## src/rtl/pmreg_pkg.sv

```systemverilog
package pmreg_pkg;

  localparam int DATA_W  = 32;
  localparam int NDOM    = 2;   // index 1 backup domain, index 0 SRAM domain
  localparam int VLD_TOP = 31;

  typedef enum logic [1:0] {
    PM_ACTIVE    = 2'd0,
    PM_STANDBY   = 2'd1,
    PM_HIBERNATE = 2'd2,
    PM_BACKUP    = 2'd3
  } pmode_e;

  localparam logic [1:0] LV_1V2 = 2'd0;
  localparam logic [1:0] LV_0V8 = 2'd2;
  localparam logic [1:0] LV_RSV = 2'd3;

  localparam logic [3:0] CP_NONE = 4'h0;
  localparam logic [3:0] CP_MUX  = 4'h1;
  localparam logic [3:0] CP_ALL  = 4'h3;

  typedef struct packed {
    logic [1:0] uldo_lvl;
    logic       uldo_stby;
    logic       uldo_en;
    logic [1:0] cp;
    logic       lv_hib;
    logic       lv_stby;
    logic       sw_stby;
    logic [1:0] act_lvl;
  } fields_t;

  localparam fields_t FIELDS_RST = '{uldo_lvl: 2'd0, uldo_stby: 1'b0, uldo_en: 1'b0,
                                     cp: 2'd0, lv_hib: 1'b0, lv_stby: 1'b0,
                                     sw_stby: 1'b1, act_lvl: 2'd0};

  typedef struct packed {
    logic       uldo_en;
    logic [1:0] uldo_lvl;
    logic       sw_en;
    logic [1:0] core_lvl;
    logic       cp_mux;
    logic       cp_adc;
  } regout_t;

  localparam regout_t REGOUT_RST = '{uldo_en: 1'b0, uldo_lvl: 2'd0, sw_en: 1'b1,
                                     core_lvl: 2'd0, cp_mux: 1'b0, cp_adc: 1'b0};

  function automatic logic cp_legal(input logic [3:0] code);
    return (code == CP_NONE) || (code == CP_MUX) || (code == CP_ALL);
  endfunction

  function automatic fields_t apply_write(input fields_t old, input logic [DATA_W-1:0] w);
    fields_t n;
    n.uldo_lvl  = w[15:14];
    n.uldo_stby = w[13];
    n.uldo_en   = w[12];
    n.cp        = cp_legal(w[11:8]) ? w[9:8] : old.cp;
    n.lv_hib    = w[5];
    n.lv_stby   = w[4];
    n.sw_stby   = w[2];
    n.act_lvl   = w[1:0];
    return n;
  endfunction

  function automatic logic [DATA_W-1:0] pack_word(input fields_t f, input logic [NDOM-1:0] vld);
    logic [DATA_W-1:0] w;
    w                 = '0;
    w[VLD_TOP -: NDOM] = vld;
    w[15:14]          = f.uldo_lvl;
    w[13]             = f.uldo_stby;
    w[12]             = f.uldo_en;
    w[9:8]            = f.cp;
    w[5]              = f.lv_hib;
    w[4]              = f.lv_stby;
    w[2]              = f.sw_stby;
    w[1:0]            = f.act_lvl;
    return w;
  endfunction

endpackage

```

## src/rtl/pmreg_fields.sv

```systemverilog
module pmreg_fields
  import pmreg_pkg::*;
#(
  parameter int              ADDR_W  = 8,
  parameter logic [ADDR_W-1:0] REG_OFS = 8'h1C
) (
  input  logic              clk,
  input  logic              rst_n,
  input  logic [ADDR_W-1:0] addr,
  input  logic              we,
  input  logic [DATA_W-1:0] wdata,
  input  logic [NDOM-1:0]   lost,
  output fields_t           fld_q,
  output fields_t           fld_d,
  output logic [NDOM-1:0]   vld_q
);

  logic wr_hit;

  always_comb begin
    wr_hit = we && (addr == REG_OFS);
    fld_d  = wr_hit ? apply_write(fld_q, wdata) : fld_q;
  end

  always_ff @(posedge clk or negedge rst_n) begin
    if (!rst_n) begin
      fld_q <= FIELDS_RST;
    end else if (wr_hit) begin
      fld_q <= fld_d;
    end
  end

  // one software-set, hardware-cleared flag per retained domain
  for (genvar g = 0; g < NDOM; g++) begin : g_vld
    localparam int BITPOS = VLD_TOP - NDOM + 1 + g;
    logic en, d;

    always_comb begin
      en = wr_hit || lost[g];
      d  = lost[g] ? 1'b0 : wdata[BITPOS];   // loss beats a same-cycle write
    end

    always_ff @(posedge clk or negedge rst_n) begin
      if (!rst_n) begin
        vld_q[g] <= 1'b0;
      end else if (en) begin
        vld_q[g] <= d;
      end
    end
  end

endmodule

```

## src/rtl/pmreg_decode.sv

```systemverilog
module pmreg_decode
  import pmreg_pkg::*;
(
  input  logic    clk,
  input  logic    rst_n,
  input  fields_t fld,
  input  pmode_e  mode,
  input  logic    fuse_en,
  output regout_t out_q
);

  regout_t out_d;

  always_comb begin
    out_d          = REGOUT_RST;
    out_d.uldo_lvl = fld.uldo_lvl;
    out_d.cp_mux   = (fld.cp != 2'd0);
    out_d.cp_adc   = (fld.cp == 2'd3);
    unique case (mode)
      PM_ACTIVE: begin
        out_d.uldo_en  = fld.uldo_en;
        out_d.sw_en    = 1'b1;
        out_d.core_lvl = (fuse_en && fld.act_lvl != LV_RSV) ? fld.act_lvl : LV_1V2;
      end
      PM_STANDBY: begin
        out_d.uldo_en  = fld.uldo_en && fld.uldo_stby;
        out_d.sw_en    = fld.sw_stby;
        out_d.core_lvl = fld.lv_stby ? LV_0V8 : LV_1V2;
      end
      PM_HIBERNATE: begin
        out_d.uldo_en  = 1'b0;
        out_d.sw_en    = 1'b0;
        out_d.core_lvl = fld.lv_hib ? LV_0V8 : LV_1V2;
      end
      default: begin
        out_d.uldo_en  = 1'b0;
        out_d.sw_en    = 1'b0;
        out_d.core_lvl = LV_1V2;
      end
    endcase
  end

  always_ff @(posedge clk or negedge rst_n) begin
    if (!rst_n) begin
      out_q <= REGOUT_RST;
    end else begin
      out_q <= out_d;
    end
  end

endmodule

```

## src/rtl/pmreg_ctrl.sv

```systemverilog
module pmreg_ctrl
  import pmreg_pkg::*;
#(
  parameter int              ADDR_W  = 8,
  parameter logic [ADDR_W-1:0] REG_OFS = 8'h1C
) (
  input  logic              clk,
  input  logic              rst_n,
  input  logic [ADDR_W-1:0] bus_addr,
  input  logic              bus_we,
  input  logic [31:0]       bus_wdata,
  output logic [31:0]       bus_rdata,
  input  logic [1:0]        pwr_mode,
  input  logic              fuse_en,
  input  logic              bkup_lost,
  input  logic              sram_lost,
  output logic              uldo_en,
  output logic [1:0]        uldo_lvl,
  output logic              sw_core_en,
  output logic [1:0]        core_lvl,
  output logic              cp_mux_en,
  output logic              cp_adc_en
);

  logic            rst_meta_n, rst_sync_n;
  fields_t         fld_q, fld_d;
  logic [NDOM-1:0] vld_q;
  logic [31:0]     reg_word;
  regout_t         outs;

  // asynchronous assert, synchronous release
  always_ff @(posedge clk or negedge rst_n) begin
    if (!rst_n) begin
      rst_meta_n <= 1'b0;
      rst_sync_n <= 1'b0;
    end else begin
      rst_meta_n <= 1'b1;
      rst_sync_n <= rst_meta_n;
    end
  end

  pmreg_fields #(.ADDR_W(ADDR_W), .REG_OFS(REG_OFS)) u_fields (
    .clk   (clk),
    .rst_n (rst_sync_n),
    .addr  (bus_addr),
    .we    (bus_we),
    .wdata (bus_wdata),
    .lost  ({bkup_lost, sram_lost}),
    .fld_q (fld_q),
    .fld_d (fld_d),
    .vld_q (vld_q)
  );

  pmreg_decode u_decode (
    .clk     (clk),
    .rst_n   (rst_sync_n),
    .fld     (fld_d),
    .mode    (pmode_e'(pwr_mode)),
    .fuse_en (fuse_en),
    .out_q   (outs)
  );

  always_comb begin
    reg_word   = pack_word(fld_q, vld_q);
    bus_rdata  = (bus_addr == REG_OFS) ? reg_word : '0;
    uldo_en    = outs.uldo_en;
    uldo_lvl   = outs.uldo_lvl;
    sw_core_en = outs.sw_en;
    core_lvl   = outs.core_lvl;
    cp_mux_en  = outs.cp_mux;
    cp_adc_en  = outs.cp_adc;
  end

endmodule

```

## config.mk

```make
export PLATFORM = sky130hd
export DESIGN_NAME = pmreg_ctrl
export DESIGN_NICKNAME = d
export VERILOG_FILES = /design/src/rtl/pmreg_pkg.sv /design/src/rtl/pmreg_fields.sv /design/src/rtl/pmreg_decode.sv /design/src/rtl/pmreg_ctrl.sv
export SDC_FILE = /design/constraint.sdc
export NUM_CORES = 1
export LEC_CHECK = 0
export BUFFER_PORTS_ARGS = -buffer_cell sky130_fd_sc_hd__clkbuf_2
export CORE_MARGIN = 1
export CORE_UTILIZATION = 30
export CTS_CLUSTER_SIZE = 25
export DETAILED_ROUTE_END_ITERATION = 7
export MAX_ROUTING_LAYER = met4
export PLACE_DENSITY_LB_ADDON = 0.05
export SYNTH_ARGS = -nofsm -noshare
export SYNTH_HDL_FRONTEND = slang
export SYNTH_HIERARCHICAL = 1
export SYNTH_SLANG_ARGS = --single-unit
```

## constraint.sdc

```tcl
create_clock -name clk -period 1.8 [get_ports clk]
set_input_delay 0.36 -clock clk [delete_from_list [all_inputs] [get_ports clk]]
set_output_delay 0.36 -clock clk [all_outputs]
set_load 0.005 [all_outputs]
```

==> results.toml, run 1 <==
[run_status]
status = "finished, violations left"
violations = "setup timing"

[timing]
fin_crit_ns = 1.878
setup-violations-final = 11
rsz0062_at_grt = "yes"
setup_ws_ns = -0.07764
finalMaxSlewViolations = 0
fin_skew_ns = 0.005541
hold_viol_final = 0
fmax_mhz = 532.6
timing.final.crit_share = 1.043

[global_routing]
grt_use_total = 0.1170
grt_use_met2 = 0.2028
grt_pass1_wl_um = 4340
antenna_found_initial = 0
overflow = 0
grt_pass1_vias = 951
grt_busiest_layer = "met2"
use_met1 = 0.1337
use_met3 = 0.03655
grt_max_degree = 21

[layout]
utilization = 0.4055
drive_above_1_share = 0.5691
final_common_cell = "clkbuf_2"
fin_nets = 230
multi_input_area_um2 = 634.4
n_antenna_cell = 0
ff_latch_area_um2 = 578.1
mostFrequentLayoutCells = "clkbuf_2, dfrtp_1, conb_1"
syn_to_final_growth_pct = 30.77
fillers = 446
final_cells = 233

[yosys]
synth_seq_area_share = 0.4282
syn_area_um2 = 1350
synth_warnings = 6
yosysUniqueCellTypes = 29
avgSynthCellArea_um2 = 11.25
syn_inst = 120
ys_ff_latch = 23

[floorplanning]
core_um2 = 4354
dieArea_um2 = 4773
chipWidth_um = 69.09
num_io_pins = 88
row_count = 24
die_h_um = 69.09
start_util = 0.3101

[critical_path]
startpoint_type = "primary input"
critPathCaptureType = "output port"
worstPathArrival_ns = 1.52
crit_fanout = 7
criticalPathCategory = "primary input to output port"
critPathRequiredTime_ns = 1.44

[routing]
ant_nets = 0
wl_per_cell_um = 11.19
post-route-drc-count = 0
drtIter0Drc = 21
wirelength_um = 2607
viasPerCell = 4.185
vias = 975
drtPass1Iterations = 2

[job]
max_cap_viol_count = 0

[place]
place_inst = 227
hpwl_um = 2062
port_buffers = 51
place.gp.congestion = 0.7284

[clocking]
path_clk_slew_ns = 0.08
clk_latency_ns = 0.26
clock-sinks = 23
cts_made_buffers = 3
cts_buffer_depth = 2
cts_root_buf = "clkbuf_8"
h-tree-depth = 1
cts_tree = "done"

[power]
vdd_drop_max_v = 0.0003574
cellPowerDensity_nw_per_um2 = 559.6
p_leak_nw = 0.9428

[hold_path]
hp-class = "flip-flop to async pin"
flip-flops by register name (all words and copies together) (netlist names):
signal and cells:
u_fields/fld_q 11, u_decode/out_q 8, u_fields/vld_q 2, rst_meta_n 1, rst_sync_n 1
kinds of logic after synthesis:
| kind of cell | after synthesis | synth area share |
|---|---|---|
| AOI/OAI and AO/OA | 3 | 0.01205 |
| DFF | 23 | 0.4282 |
| buffers and inverters | 38 | 0.1659 |
| muxes | 24 | 0.2095 |
| other | 2 | 0.005563 |
| and+or+nand+nor | 30 | 0.1789 |
metrics by stage:
stage | total power [mW] | hold WS, ns | TNS, ns | setup WS (ns) | cell area, um^2
after floorplan | 0.6413 | 0.06441 | -0.4290 | -0.2236 | 1426
after global placement | 0.6739 | 0.02941 | -2.157 | -0.3447 | 1657
after detailed placement | 0.6771 | 0.03008 | -2.309 | -0.3573 | 1657
after CTS | 1.003 | 0.03788 | -0.8766 | -0.09910 | 1719
after global routing | 1.044 | 0.04692 | -1.031 | -0.1052 | 1765
final | 0.9880 | 0.03479 | -0.6018 | -0.07764 | 1765
per-layer routing:
layer	part of all wire	wire (um)	up-vias
met5	0	0	-
met2	0.51	1327	38
met3	0.054	141	4
met1	0.42	1105	449
li1	-	-	484
met4	0.012	32	0
timing repair:
| action | CTS | global route |
|---|---|---|
| hold buffers | 1 | 0 |
| hold endpoints to repair | 2 | 0 |
| resized for setup | 2 | 18 |
| pin swaps | 1 | 2 |
| setup buffers | 0 | 1 |
| setup endpoints to repair | 12 | 14 |
power breakdown:
part,leakage [nW],switching (mW),total (mW),internal [mW]
logic,0.613,0.0618,0.128,0.0661
clock network,0.0228,0.158,0.315,0.158
registers,0.307,0.00922,0.545,0.536
final timing paths:
kind / slack, ns / cells after the start / from / end
max in group asynchronous: 1.24 / 1 / rst_sync_n$_DFF_PN0_ / u_fields/fld_q[2]$_DFFE_PN1P_
worst min-delay path: 0.03 / 0 / rst_sync_n$_DFF_PN0_ / u_fields/vld_q[1]$_DFFE_PN0P_
worst max-delay path: -0.08 / 6 / bus_addr[6] / bus_rdata[1]
worst min register to register: 0.03 / 0 / rst_sync_n$_DFF_PN0_ / u_fields/vld_q[1]$_DFFE_PN0P_
min in group clk: 0.24 / 2 / sram_lost / u_fields/vld_q[0]$_DFFE_PN0P_
worst max register to register: 0.57 / 4 / u_fields/fld_q[0]$_DFFE_PN0P_ / u_decode/out_q[3]$_DFF_PN0_
cells in the mapped netlist (all sizes together):
cell | n | area [um^2]
a21oi | 2 | 10.01
and2 | 1 | 6.260
and4bb | 1 | 12.51
buf | 22 | 163.9
clkbuf | 2 | 7.510
conb | 2 | 7.510
dfrtp | 21 | 525.5
dfstp | 2 | 52.55
inv | 14 | 52.55
mux2 | 22 | 262.8
mux2i | 2 | 20.02
nand2 | 2 | 7.510
nand4 | 1 | 6.260
nand4bb | 1 | 11.26
nor2 | 2 | 7.510
nor2b | 2 | 12.51
nor3 | 14 | 126.4
nor3b | 1 | 7.510
nor4 | 1 | 6.260
nor4bb | 1 | 10.01
o22ai | 1 | 6.260
or2 | 1 | 6.260
or4 | 1 | 7.510
or4b | 1 | 13.76
cell type report:
cell class,instances,area share
inverters,14,0.02977
well taps,52,0.03685
clock buffers,4,0.02551
repair buffers,63,0.2211
multi-input cells,77,0.3593
flip-flops and latches,23,0.3274
worst max-delay path, cell delays in order:
cell and delay [ns]:
buf_6 0.09, buf_6 0.10, or4b_4 0.56, buf_12 0.17, nor3_2 0.09, buf_2 0.14
(Power assumes the default switching activity.)
==> run 2, diff against run 1 <==
--- a/config.mk
+++ b/config.mk
@@ -5,6 +5,7 @@
 export SDC_FILE = /design/constraint.sdc
 export NUM_CORES = 1
 export LEC_CHECK = 0
+export ABC_CLOCK_PERIOD_IN_PS = 1800
 export BUFFER_PORTS_ARGS = -buffer_cell sky130_fd_sc_hd__clkbuf_2
 export CORE_MARGIN = 1
 export CORE_UTILIZATION = 30
@@ -16,3 +17,4 @@
 export SYNTH_HDL_FRONTEND = slang
 export SYNTH_HIERARCHICAL = 1
 export SYNTH_SLANG_ARGS = --single-unit
+export TNS_END_PERCENT = 30
==> results.toml, run 2 (synthesis gave the netlist of run 1 again) <==
[clocking]
path_clk_slew_ns = 0.08
postCtsSetupRepairBufs = 0
h-tree-depth = 1
clk_latency_ns = 0.26
cts_buffer_depth = 2
cts_root_buf = "clkbuf_8"
clock-sinks = 23
cts_made_buffers = 3
cts_tree = "done"

[run_status]
violations = "setup timing"
status = "finished, violations left"

[routing]
drtIter0Drc = 40
post-route-drc-count = 0
viasPerCell = 4.273
wl_per_cell_um = 12.21
drtPass1Iterations = 2
wirelength_um = 2821
vias = 987
ant_nets = 0

[layout]
fillers = 444
n_antenna_cell = 0
largest_reg_flops = 11
utilization = 0.3980
syn_to_final_growth_pct = 28.36
top_register = "u_fields/fld_q"
final_common_cell = "clkbuf_2"
reg_top3 = "u_fields/fld_q x11, u_decode/out_q x8, u_fields/vld_q x2"
drive_above_1_share = 0.5754
mostFrequentLayoutCells = "clkbuf_2, dfrtp_1, conb_1"
fin_nets = 228

[power]
p_leak_nw = 0.9006
vdd_drop_max_v = 0.0005028
cellPowerDensity_nw_per_um2 = 575.3

[critical_path]
reg2reg_to = "u_decode/out_q[3]$_DFF_PN0_"
r2r_setup_slack_ns = 0.59
crit_chain = "buf_6, buf_6, or4b_4, nor3_1, clkbuf_2"
worst_path_most_repeated_cell = "buf_6"
worstPathArrival_ns = 1.47
path_delay_family = "simple AND/OR/NAND/NOR gates"
cp_num_buf_inv = 3
critPathCaptureType = "output port"
r2r_cells = 4
max_stage_delay_ns = 0.60
startpoint_type = "primary input"
criticalPathCategory = "primary input to output port"
reg2reg_from = "u_fields/fld_q[0]$_DFFE_PN0P_"
critPathSlowestCell = "or4b_4"
crit_fanout = 7
critPathRequiredTime_ns = 1.44

[place]
port_buffers = 51
pre_cts_ws_ns = -0.3495
hpwl_um = 2009
place.gp.congestion = 0.6765

[global_routing]
antenna_found_initial = 0
grt_max_degree = 21
overflow = 0
grt_pass1_wl_um = 4671
use_met3 = 0.03655
grt_pass1_vias = 936
grt_use_total = 0.1293
grt_busiest_layer = "met2"
use_met1 = 0.1537
grt_use_met2 = 0.2147

[timing]
fin_crit_ns = 1.828
fmax_mhz = 547.0
fin_skew_ns = 0.0009520
rsz0062_at_grt = "yes"
finalMaxSlewViolations = 0
setup-violations-final = 4
timing.final.crit_share = 1.016
setup_ws_ns = -0.02821
hold_viol_final = 0

[floorplanning]
die_h_um = 69.09
core_um2 = 4354
chipWidth_um = 69.09
start_util = 0.3101
row_count = 24
dieArea_um2 = 4773
num_io_pins = 88

[job]
max_cap_viol_count = 0

[hold_path]
hp-class = "flip-flop to async pin"
==> run 2: layer usage <==
| metal | vias up | routed length (um) |
|---|---|---|
| met4 | 0 | 29 |
| met1 | 461 | 1254 |
| met2 | 38 | 1404 |
| li1 | 484 | - |
| met3 | 4 | 132 |
| met5 | - | 0 |
==> run 2: worst max path at each step <==
stage           startpoint                     endpoint  slack, ns  cells past startpoint
6_report       bus_addr[6]                bus_rdata[30]      -0.03                      5
2_1_floorplan  bus_addr[6]  u_decode/out_q[1]$_DFF_PN0_      -0.22                      6
3_3_place_gp   bus_addr[6]  u_decode/out_q[1]$_DFF_PN0_      -0.35                      6
4_1_cts        bus_addr[6]                 bus_rdata[9]      -0.04                      5
5_1_grt        bus_addr[6]                 bus_rdata[4]      -0.08                      5
3_5_place_dp   bus_addr[6]  u_decode/out_q[1]$_DFF_PN0_      -0.35                      6
==> run 2: area by class of cell <==
| type | instances | area, um^2 | area share |
|---|---|---|---|
| Clock buffer | 3 | 41.29 | 0.02383 |
| Clock inverter | 1 | 5.005 | 0.002888 |
| Inverter | 14 | 52.55 | 0.03032 |
| Multi-Input combinational cell | 78 | 645.6 | 0.3726 |
| Sequential cell | 23 | 578.1 | 0.3336 |
| Tap cell | 52 | 65.06 | 0.03755 |
| Timing Repair Buffer | 60 | 345.3 | 0.1993 |
==> run 2: power breakdown <==
part / switching (mW) / internal (mW) / total [mW]
clock network: 0.170 / 0.155 / 0.324
registers: 0.00980 / 0.536 / 0.545
logic: 0.0632 / 0.0642 / 0.127
==> run 2: through the flow <==
step	setup TNS [ns]	power [mW]	hold WS [ns]	cells	instance area [um^2]
global placement	-2.176	0.6714	0.03200	225	1629
finish	-0.03799	0.9969	0.03771	231	1733
floorplan	-0.4290	0.6413	0.06441	138	1426
detailed placement	-2.276	0.6740	0.03462	225	1629
global route	-0.5301	1.049	0.04840	231	1733
CTS	-0.1409	1.010	0.04288	231	1707
==> run 2: timing repair <==
action | 4_1_cts | 5_1_grt
setup endpoints to repair | 14 | 16
endpoints found under the hold margin | 2 | 0
gates cloned | 1 | 0
resized for setup | 3 | 5
hold buffers | 1 | 0
pin swaps | 1 | 3
